<file path="src/rtl/gpio_ctrl_pkg.sv">
package gpio_ctrl_pkg;

  localparam int GPIO_AW = 5;

  localparam logic [GPIO_AW-1:0] OFF_DOUT  = 5'h00;
  localparam logic [GPIO_AW-1:0] OFF_DIR   = 5'h04;
  localparam logic [GPIO_AW-1:0] OFF_PAD   = 5'h08;
  localparam logic [GPIO_AW-1:0] OFF_CFGLO = 5'h0C;
  localparam logic [GPIO_AW-1:0] OFF_CFGHI = 5'h10;
  localparam logic [GPIO_AW-1:0] OFF_MASK  = 5'h14;
  localparam logic [GPIO_AW-1:0] OFF_STS   = 5'h18;
  localparam logic [GPIO_AW-1:0] OFF_BOTH  = 5'h1C;

  typedef enum logic [1:0] {
    TRIG_LOW  = 2'd0,
    TRIG_HIGH = 2'd1,
    TRIG_RISE = 2'd2,
    TRIG_FALL = 2'd3
  } trig_e;

  function automatic logic addr_known(input logic [GPIO_AW-1:0] a);
    return (a == OFF_DOUT) || (a == OFF_DIR) || (a == OFF_PAD) ||
           (a == OFF_CFGLO) || (a == OFF_CFGHI) || (a == OFF_MASK) ||
           (a == OFF_STS) || (a == OFF_BOTH);
  endfunction

endpackage

</file>
<file path="src/rtl/gpio_pad_sync.sv">
module gpio_pad_sync #(
  parameter int W      = 32,
  parameter int STAGES = 2
) (
  input  logic         clk,
  input  logic         rst,
  input  logic [W-1:0] d,
  output logic [W-1:0] q
);
  logic [W-1:0] stg [STAGES];

  always_ff @(posedge clk) begin
    if (rst) stg[0] <= '0;
    else     stg[0] <= d;
  end

  for (genvar s = 1; s < STAGES; s++) begin : g_stage
    always_ff @(posedge clk) begin
      if (rst) stg[s] <= '0;
      else     stg[s] <= stg[s-1];
    end
  end

  assign q = stg[STAGES-1];
endmodule

</file>
<file path="src/rtl/gpio_evt_detect.sv">
module gpio_evt_detect
  import gpio_ctrl_pkg::*;
#(
  parameter int N = 32
) (
  input  logic         clk,
  input  logic         rst,
  input  logic [N-1:0] lvl,
  input  logic [N-1:0] cfg_lo,
  input  logic [N-1:0] cfg_hi,
  input  logic [N-1:0] both,
  output logic [N-1:0] ev
);
  localparam int HALF = N / 2;

  logic [N-1:0] prev;

  always_ff @(posedge clk) begin
    if (rst) prev <= '0;
    else     prev <= lvl;
  end

  for (genvar n = 0; n < N; n++) begin : g_pin
    logic [1:0] code;
    logic       rise, fall;

    if (n < HALF) begin : g_lo
      assign code = cfg_lo[2*n +: 2];
    end else begin : g_hi
      assign code = cfg_hi[2*(n-HALF) +: 2];
    end

    assign rise = lvl[n] & ~prev[n];
    assign fall = ~lvl[n] & prev[n];

    always_comb begin
      if (both[n]) begin
        ev[n] = rise | fall;
      end else begin
        case (trig_e'(code))
          TRIG_LOW:  ev[n] = ~lvl[n];
          TRIG_HIGH: ev[n] = lvl[n];
          TRIG_RISE: ev[n] = rise;
          default:   ev[n] = fall;
        endcase
      end
    end
  end
endmodule

</file>
<file path="src/rtl/gpio_irq_merge.sv">
module gpio_irq_merge #(
  parameter int N      = 32,
  parameter int GROUPS = 2
) (
  input  logic              clk,
  input  logic              rst,
  input  logic [N-1:0]      sts,
  input  logic [N-1:0]      mask,
  output logic [GROUPS-1:0] irq
);
  localparam int GW = N / GROUPS;

  for (genvar g = 0; g < GROUPS; g++) begin : g_grp
    always_ff @(posedge clk) begin
      if (rst) irq[g] <= 1'b0;
      else     irq[g] <= |(sts[g*GW +: GW] & mask[g*GW +: GW]);
    end
  end
endmodule

</file>
<file path="src/rtl/gpio_irq_ctrl.sv">
module gpio_irq_ctrl
  import gpio_ctrl_pkg::*;
#(
  parameter int NUM_PINS    = 32,
  parameter int SYNC_STAGES = 2,
  parameter int IRQ_LINES   = 2
) (
  input  logic                 clk,
  input  logic                 rst,
  input  logic [GPIO_AW-1:0]   addr,
  input  logic                 wr_en,
  input  logic [NUM_PINS-1:0]  wdata,
  output logic [NUM_PINS-1:0]  rdata,
  input  logic [NUM_PINS-1:0]  pad_in,
  output logic [NUM_PINS-1:0]  pad_out,
  output logic [NUM_PINS-1:0]  pad_oe,
  output logic [IRQ_LINES-1:0] irq
);
  logic [NUM_PINS-1:0] dout_q, dir_q, cfglo_q, cfghi_q, mask_q, sts_q, both_q;
  logic [NUM_PINS-1:0] pad_sync, evt;
  logic [NUM_PINS-1:0] clr_bits;

  gpio_pad_sync #(.W(NUM_PINS), .STAGES(SYNC_STAGES)) u_sync (
    .clk(clk), .rst(rst), .d(pad_in), .q(pad_sync)
  );

  gpio_evt_detect #(.N(NUM_PINS)) u_evt (
    .clk(clk), .rst(rst), .lvl(pad_sync),
    .cfg_lo(cfglo_q), .cfg_hi(cfghi_q), .both(both_q), .ev(evt)
  );

  gpio_irq_merge #(.N(NUM_PINS), .GROUPS(IRQ_LINES)) u_merge (
    .clk(clk), .rst(rst), .sts(sts_q), .mask(mask_q), .irq(irq)
  );

  assign clr_bits = (wr_en && addr == OFF_STS) ? wdata : '0;

  always_ff @(posedge clk) begin
    if (rst) begin
      dout_q  <= '0;
      dir_q   <= '0;
      cfglo_q <= '0;
      cfghi_q <= '0;
      mask_q  <= '0;
      both_q  <= '0;
    end else if (wr_en) begin
      case (addr)
        OFF_DOUT:  dout_q  <= wdata;
        OFF_DIR:   dir_q   <= wdata;
        OFF_CFGLO: cfglo_q <= wdata;
        OFF_CFGHI: cfghi_q <= wdata;
        OFF_MASK:  mask_q  <= wdata;
        OFF_BOTH:  both_q  <= wdata;
        default:   ;
      endcase
    end
  end

  // events take priority over a same-cycle clear
  always_ff @(posedge clk) begin
    if (rst) sts_q <= '0;
    else     sts_q <= (sts_q & ~clr_bits) | evt;
  end

  always_ff @(posedge clk) begin
    if (rst) begin
      rdata <= '0;
    end else begin
      case (addr)
        OFF_DOUT:  rdata <= dout_q;
        OFF_DIR:   rdata <= dir_q;
        OFF_PAD:   rdata <= pad_sync;
        OFF_CFGLO: rdata <= cfglo_q;
        OFF_CFGHI: rdata <= cfghi_q;
        OFF_MASK:  rdata <= mask_q;
        OFF_STS:   rdata <= sts_q;
        OFF_BOTH:  rdata <= both_q;
        default:   rdata <= '0;
      endcase
    end
  end

  assign pad_out = dout_q;
  assign pad_oe  = dir_q;
endmodule

</file>
<file path="config.mk">
export PLATFORM = sky130hd
export DESIGN_NAME = gpio_irq_ctrl
export DESIGN_NICKNAME = d
export VERILOG_FILES = /design/src/rtl/gpio_ctrl_pkg.sv /design/src/rtl/gpio_pad_sync.sv /design/src/rtl/gpio_evt_detect.sv /design/src/rtl/gpio_irq_merge.sv /design/src/rtl/gpio_irq_ctrl.sv
export SDC_FILE = /design/constraint.sdc
export NUM_CORES = 1
export LEC_CHECK = 0
export ABC_AREA = 1
export BUFFER_PORTS_ARGS = -buffer_cell sky130_fd_sc_hd__buf_2
export CELL_PAD_IN_SITES_DETAIL_PLACEMENT = 2
export CELL_PAD_IN_SITES_GLOBAL_PLACEMENT = 2
export CORE_MARGIN = 1
export CORE_UTILIZATION = 31
export CTS_BUF_LIST = sky130_fd_sc_hd__clkbuf_4 sky130_fd_sc_hd__clkbuf_8
export CTS_CLUSTER_SIZE = 28
export DETAILED_ROUTE_END_ITERATION = 16
export PLACE_DENSITY = 0.79
export SETUP_SLACK_MARGIN = 0.02
export SKIP_LAST_GASP = 1
export SLEW_MARGIN = 20
export SYNTH_ARGS = -nofsm -noshare
export SYNTH_HDL_FRONTEND = slang
export SYNTH_SLANG_ARGS = --single-unit
</file>
<file path="constraint.sdc">
create_clock -name clk -period 1.3 [get_ports clk]
set_input_delay 0.26 -clock clk [delete_from_list [all_inputs] [get_ports clk]]
set_output_delay 0.26 -clock clk [all_outputs]
set_load 0.01 [all_outputs]
</file>
==> metrics.md <==
| Metric | Value |
|---|---|
| Reg clk slew, reported paths | `80 ps` |
| Residual DRC | `0` |
| RSZ-0062 raised after global routing | `yes` |
| Most common cell in the netlist | `nand2_1` |
| CTS tree | `done` |
| CP Data Required Time | `1900 ps` |
| Initial cell density of the core | `0.3164` |
| Hold Vio Cnt, Final | `0` |
| Compound-Gate Fraction of Synth Area | `0.1071` |
| Synth top area cells | `dfxtp_1 (41%), nand2_1 (9.9%), nand4_1 (9.6%)` |
| Violated checks | `negative setup slack` |
| Pin count of the biggest net entering global routing | `57` |
| Switch Pwr | `0.008668 W` |
| Max Root-Sink Buffers | `3` |
| Routed Antenna Nets | `0` |
| Vias | `22.19k` |
| Tot GR Track Use | `0.3585` |
| Hpwl dp | `56.72 mm` |
| Post-synthesis register bit count | `354` |
| Total congestion overflow | `0` |
| Root buf cell | `clkbuf_8` |
| Skew-Pair Late Insertion Delay | `730 ps` |
| Relative slew slack | `0.5973` |
| Syn Nets | `2493` |
| Port Buffer Count | `169` |
| CTS Buf Count | `68` |
| Hold WS | `45.87 ps` |
| Clock share of power | `0.470` |
| Sequential share of the synthesized area | `0.4122` |
| Avg Cell Area, Syn | `7.294 µm²` |
| Ports | `170` |
| Worst setup SP type | `flop` |
| Final-layout fill cell count | `6015` |
| Area leader, netlist | `dfxtp_1` |
| Hold Path Stages | `3` |
| Tightest Pin Transition | `600.0 ps` |
| Area occupied by multi-input gates | `8748 µm²` |
| Seq pwr share | `0.416` |
| Final TNS setup | `-14490 ps` |
| Core Box Area | `54350 µm²` |
| First-pass GRT wire length | `152.4 mm` |
| Net Sw Frac | `0.3161` |
| Synth warn | `0` |
| CP max FO | `4` |
| Setup WS post-layout | `-408.6 ps` |
| Worst r2r path cells | `6` |
| Row count | `85` |
| PD cells | `1127 nW/µm²` |
| Routability cong. | `0.8472` |
| NumNets Final | `2893` |
| Crit share post-route | `1.314` |
| Commonest cells in the netlist | `nand2_1 (453), dfxtp_1 (354), nand4_1 (264)` |
| CP arrival | `2310 ps` |
| Wire per inst | `33.48 µm` |
| Post-synth EDFFs | `0` |
| Syn-to-layout area delta | `41.51%` |
| Post-Synth Adder-Cell Area | `0.04658` |
| Combinational share of power | `0.114` |
| Vias per cell | `6.242` |
| Chip Height | `237.5 µm` |
| Iter 0 DRT Violations | `2465` |
| H-tree Lvls | `3` |
| Xor and xnor fraction of the mapped netlist area | `0` |
| LEAKAGE | `10.52 nW` |
| CP Capture Type | `flop` |
| Worst Clk Skew | `58.05 ps` |
| Die Area | `56410 µm²` |
| Pre-antenna DRT Iters | `6` |
| Mapped Area | `17190 µm²` |
| Top cell type's share of synthesized area | `0.4122` |
| Sink Count | `354` |
| Fraction of registers with async set/reset | `0` |
| Setup violators final | `122` |
| Final WL | `119.0 mm` |
| Vias in the first global route | `22.91k` |
| Worst vdd ir | `0.0006360 V` |
| Number of library cell types mapped by synthesis | `25` |
| Maxcap violations | `0` |
| Post-synthesis mux area share | `0` |
| Hold Crit Class | `input pin to flop` |
| Cell Int Power | `0.01876 W` |
| Initial antenna violation count | `11` |
| Final core utilization | `0.4477` |
| Tmin final | `1709 ps` |
| Outcome | `finished, violations left` |
| Simple logic cell fraction of the synthesized area | `0.3279` |
| Main synth FF type | `dfxtp_1` |
| Share of post-route cells with drive strength above 1 | `0.3218` |
| CP Class | `flop to flop` |
| Fmax achieved | `585.3 MHz` |
| Die Wd | `237.5 µm` |
| Largest family of logic cells by synthesized area | `simple AND/OR/NAND/NOR gates` |
| FF+latch area | `7390 µm²` |
| Slew Viols, Final | `0` |
| Synth Instances | `2357` |
-- final cells by class --
type                    instances  area share
multi-input cells            1568      0.3596
flip-flops and latches        354      0.3037
repair buffers                504      0.1983
clock buffers                 108     0.05544
inverters                     261     0.04083
well taps                     739     0.03800
clock inverters                14    0.003446
diodes                          7   0.0007200
-- worst paths after layout --
path	end	from	slack, ps
setup / recovery	sts_q[14]	u_sync.stg[1][14]	-410
hold / removal	pad_oe[6]	wdata[6]	50
setup reg to reg	sts_q[14]	u_sync.stg[1][14]	-410
hold reg to reg	u_sync.stg[1][9]	u_sync.stg[0][9]	390
-- timing repair --
item                                    CTS  global route
pin swaps                                 4            25
endpoints found under the hold margin   146             0
endpoints found under the setup margin  116           165
gates cloned                              0             3
hold buffers                             71             0
gates resized for setup                 250           211
buffers inserted                         67            32
-- per-layer routing --
layer  global-route usage  part of all wire  up-vias
met5                    0           0.00024        -
met4               0.2477             0.092        4
met3              0.07072              0.10      789
met2               0.5946              0.45     1765
met1               0.4166              0.35    10940
li1                     -                 -     8689
-- worst max-delay path: stages (launching register included) --
cell     delay, ps
dfxtp_4        380
inv_1          130
o21ai_1        510
nand3_2        170
nand2_1        150
nand2_1        100
a21oi_2        180
-- kinds of logic after synthesis --
kind of cell             count (synthesis)
flip-flops                             354
AO/OA/AOI/OAI                          290
AND/OR/NAND/NOR                       1214
adder cells (fa/ha/maj)                 64
buffers and inverters                  435
-- power by group through the flow --
stage          clock network (W)  logic [W]  registers, W
3_3_place_gp                   0    0.00225        0.0116
2_1_floorplan                  0    0.00109        0.0115
6_report                  0.0129    0.00313        0.0114
5_1_grt                   0.0132    0.00319        0.0114
4_1_cts                   0.0121    0.00262        0.0113
3_5_place_dp                   0    0.00234        0.0116
-- state kept, by name, indices dropped and copies added, names as in the netlist --
name         flops
sts_q           32
both_q          32
pad_out         32
u_sync.stg      64
mask_q          32
cfghi_q         32
pad_oe          32
u_merge.irq      2
cfglo_q         32
rdata           32
u_evt.prev      32
-- layout by cell type, fill, tap and decap left out, types with 32 or more instances in the layout --
master,instances
dfxtp_1,196
a211oi_1,64
nand3_1,163
nor2_1,257
clkbuf_8,86
a21oi_1,145
dfxtp_4,42
a211oi_2,32
nand4_1,264
ha_1,46
buf_6,99
nand2_1,427
dlygate4sd3_1,71
dfxtp_2,116
buf_12,50
buf_4,209
inv_1,239
buf_2,72
-- through the flow --
step	setup WS, ps	cells	power [W]	cell area, µm²
CTS	-162.2	3513	0.02610	23440
floorplan	44.73	2357	0.01260	17190
detailed placement	-400.2	3253	0.01395	19980
global route	-367.6	3550	0.02780	24320
finish	-408.6	3555	0.02743	24330
global placement	-349.7	3253	0.01384	19980
Note: power is estimated with default switching activity, not from simulation.
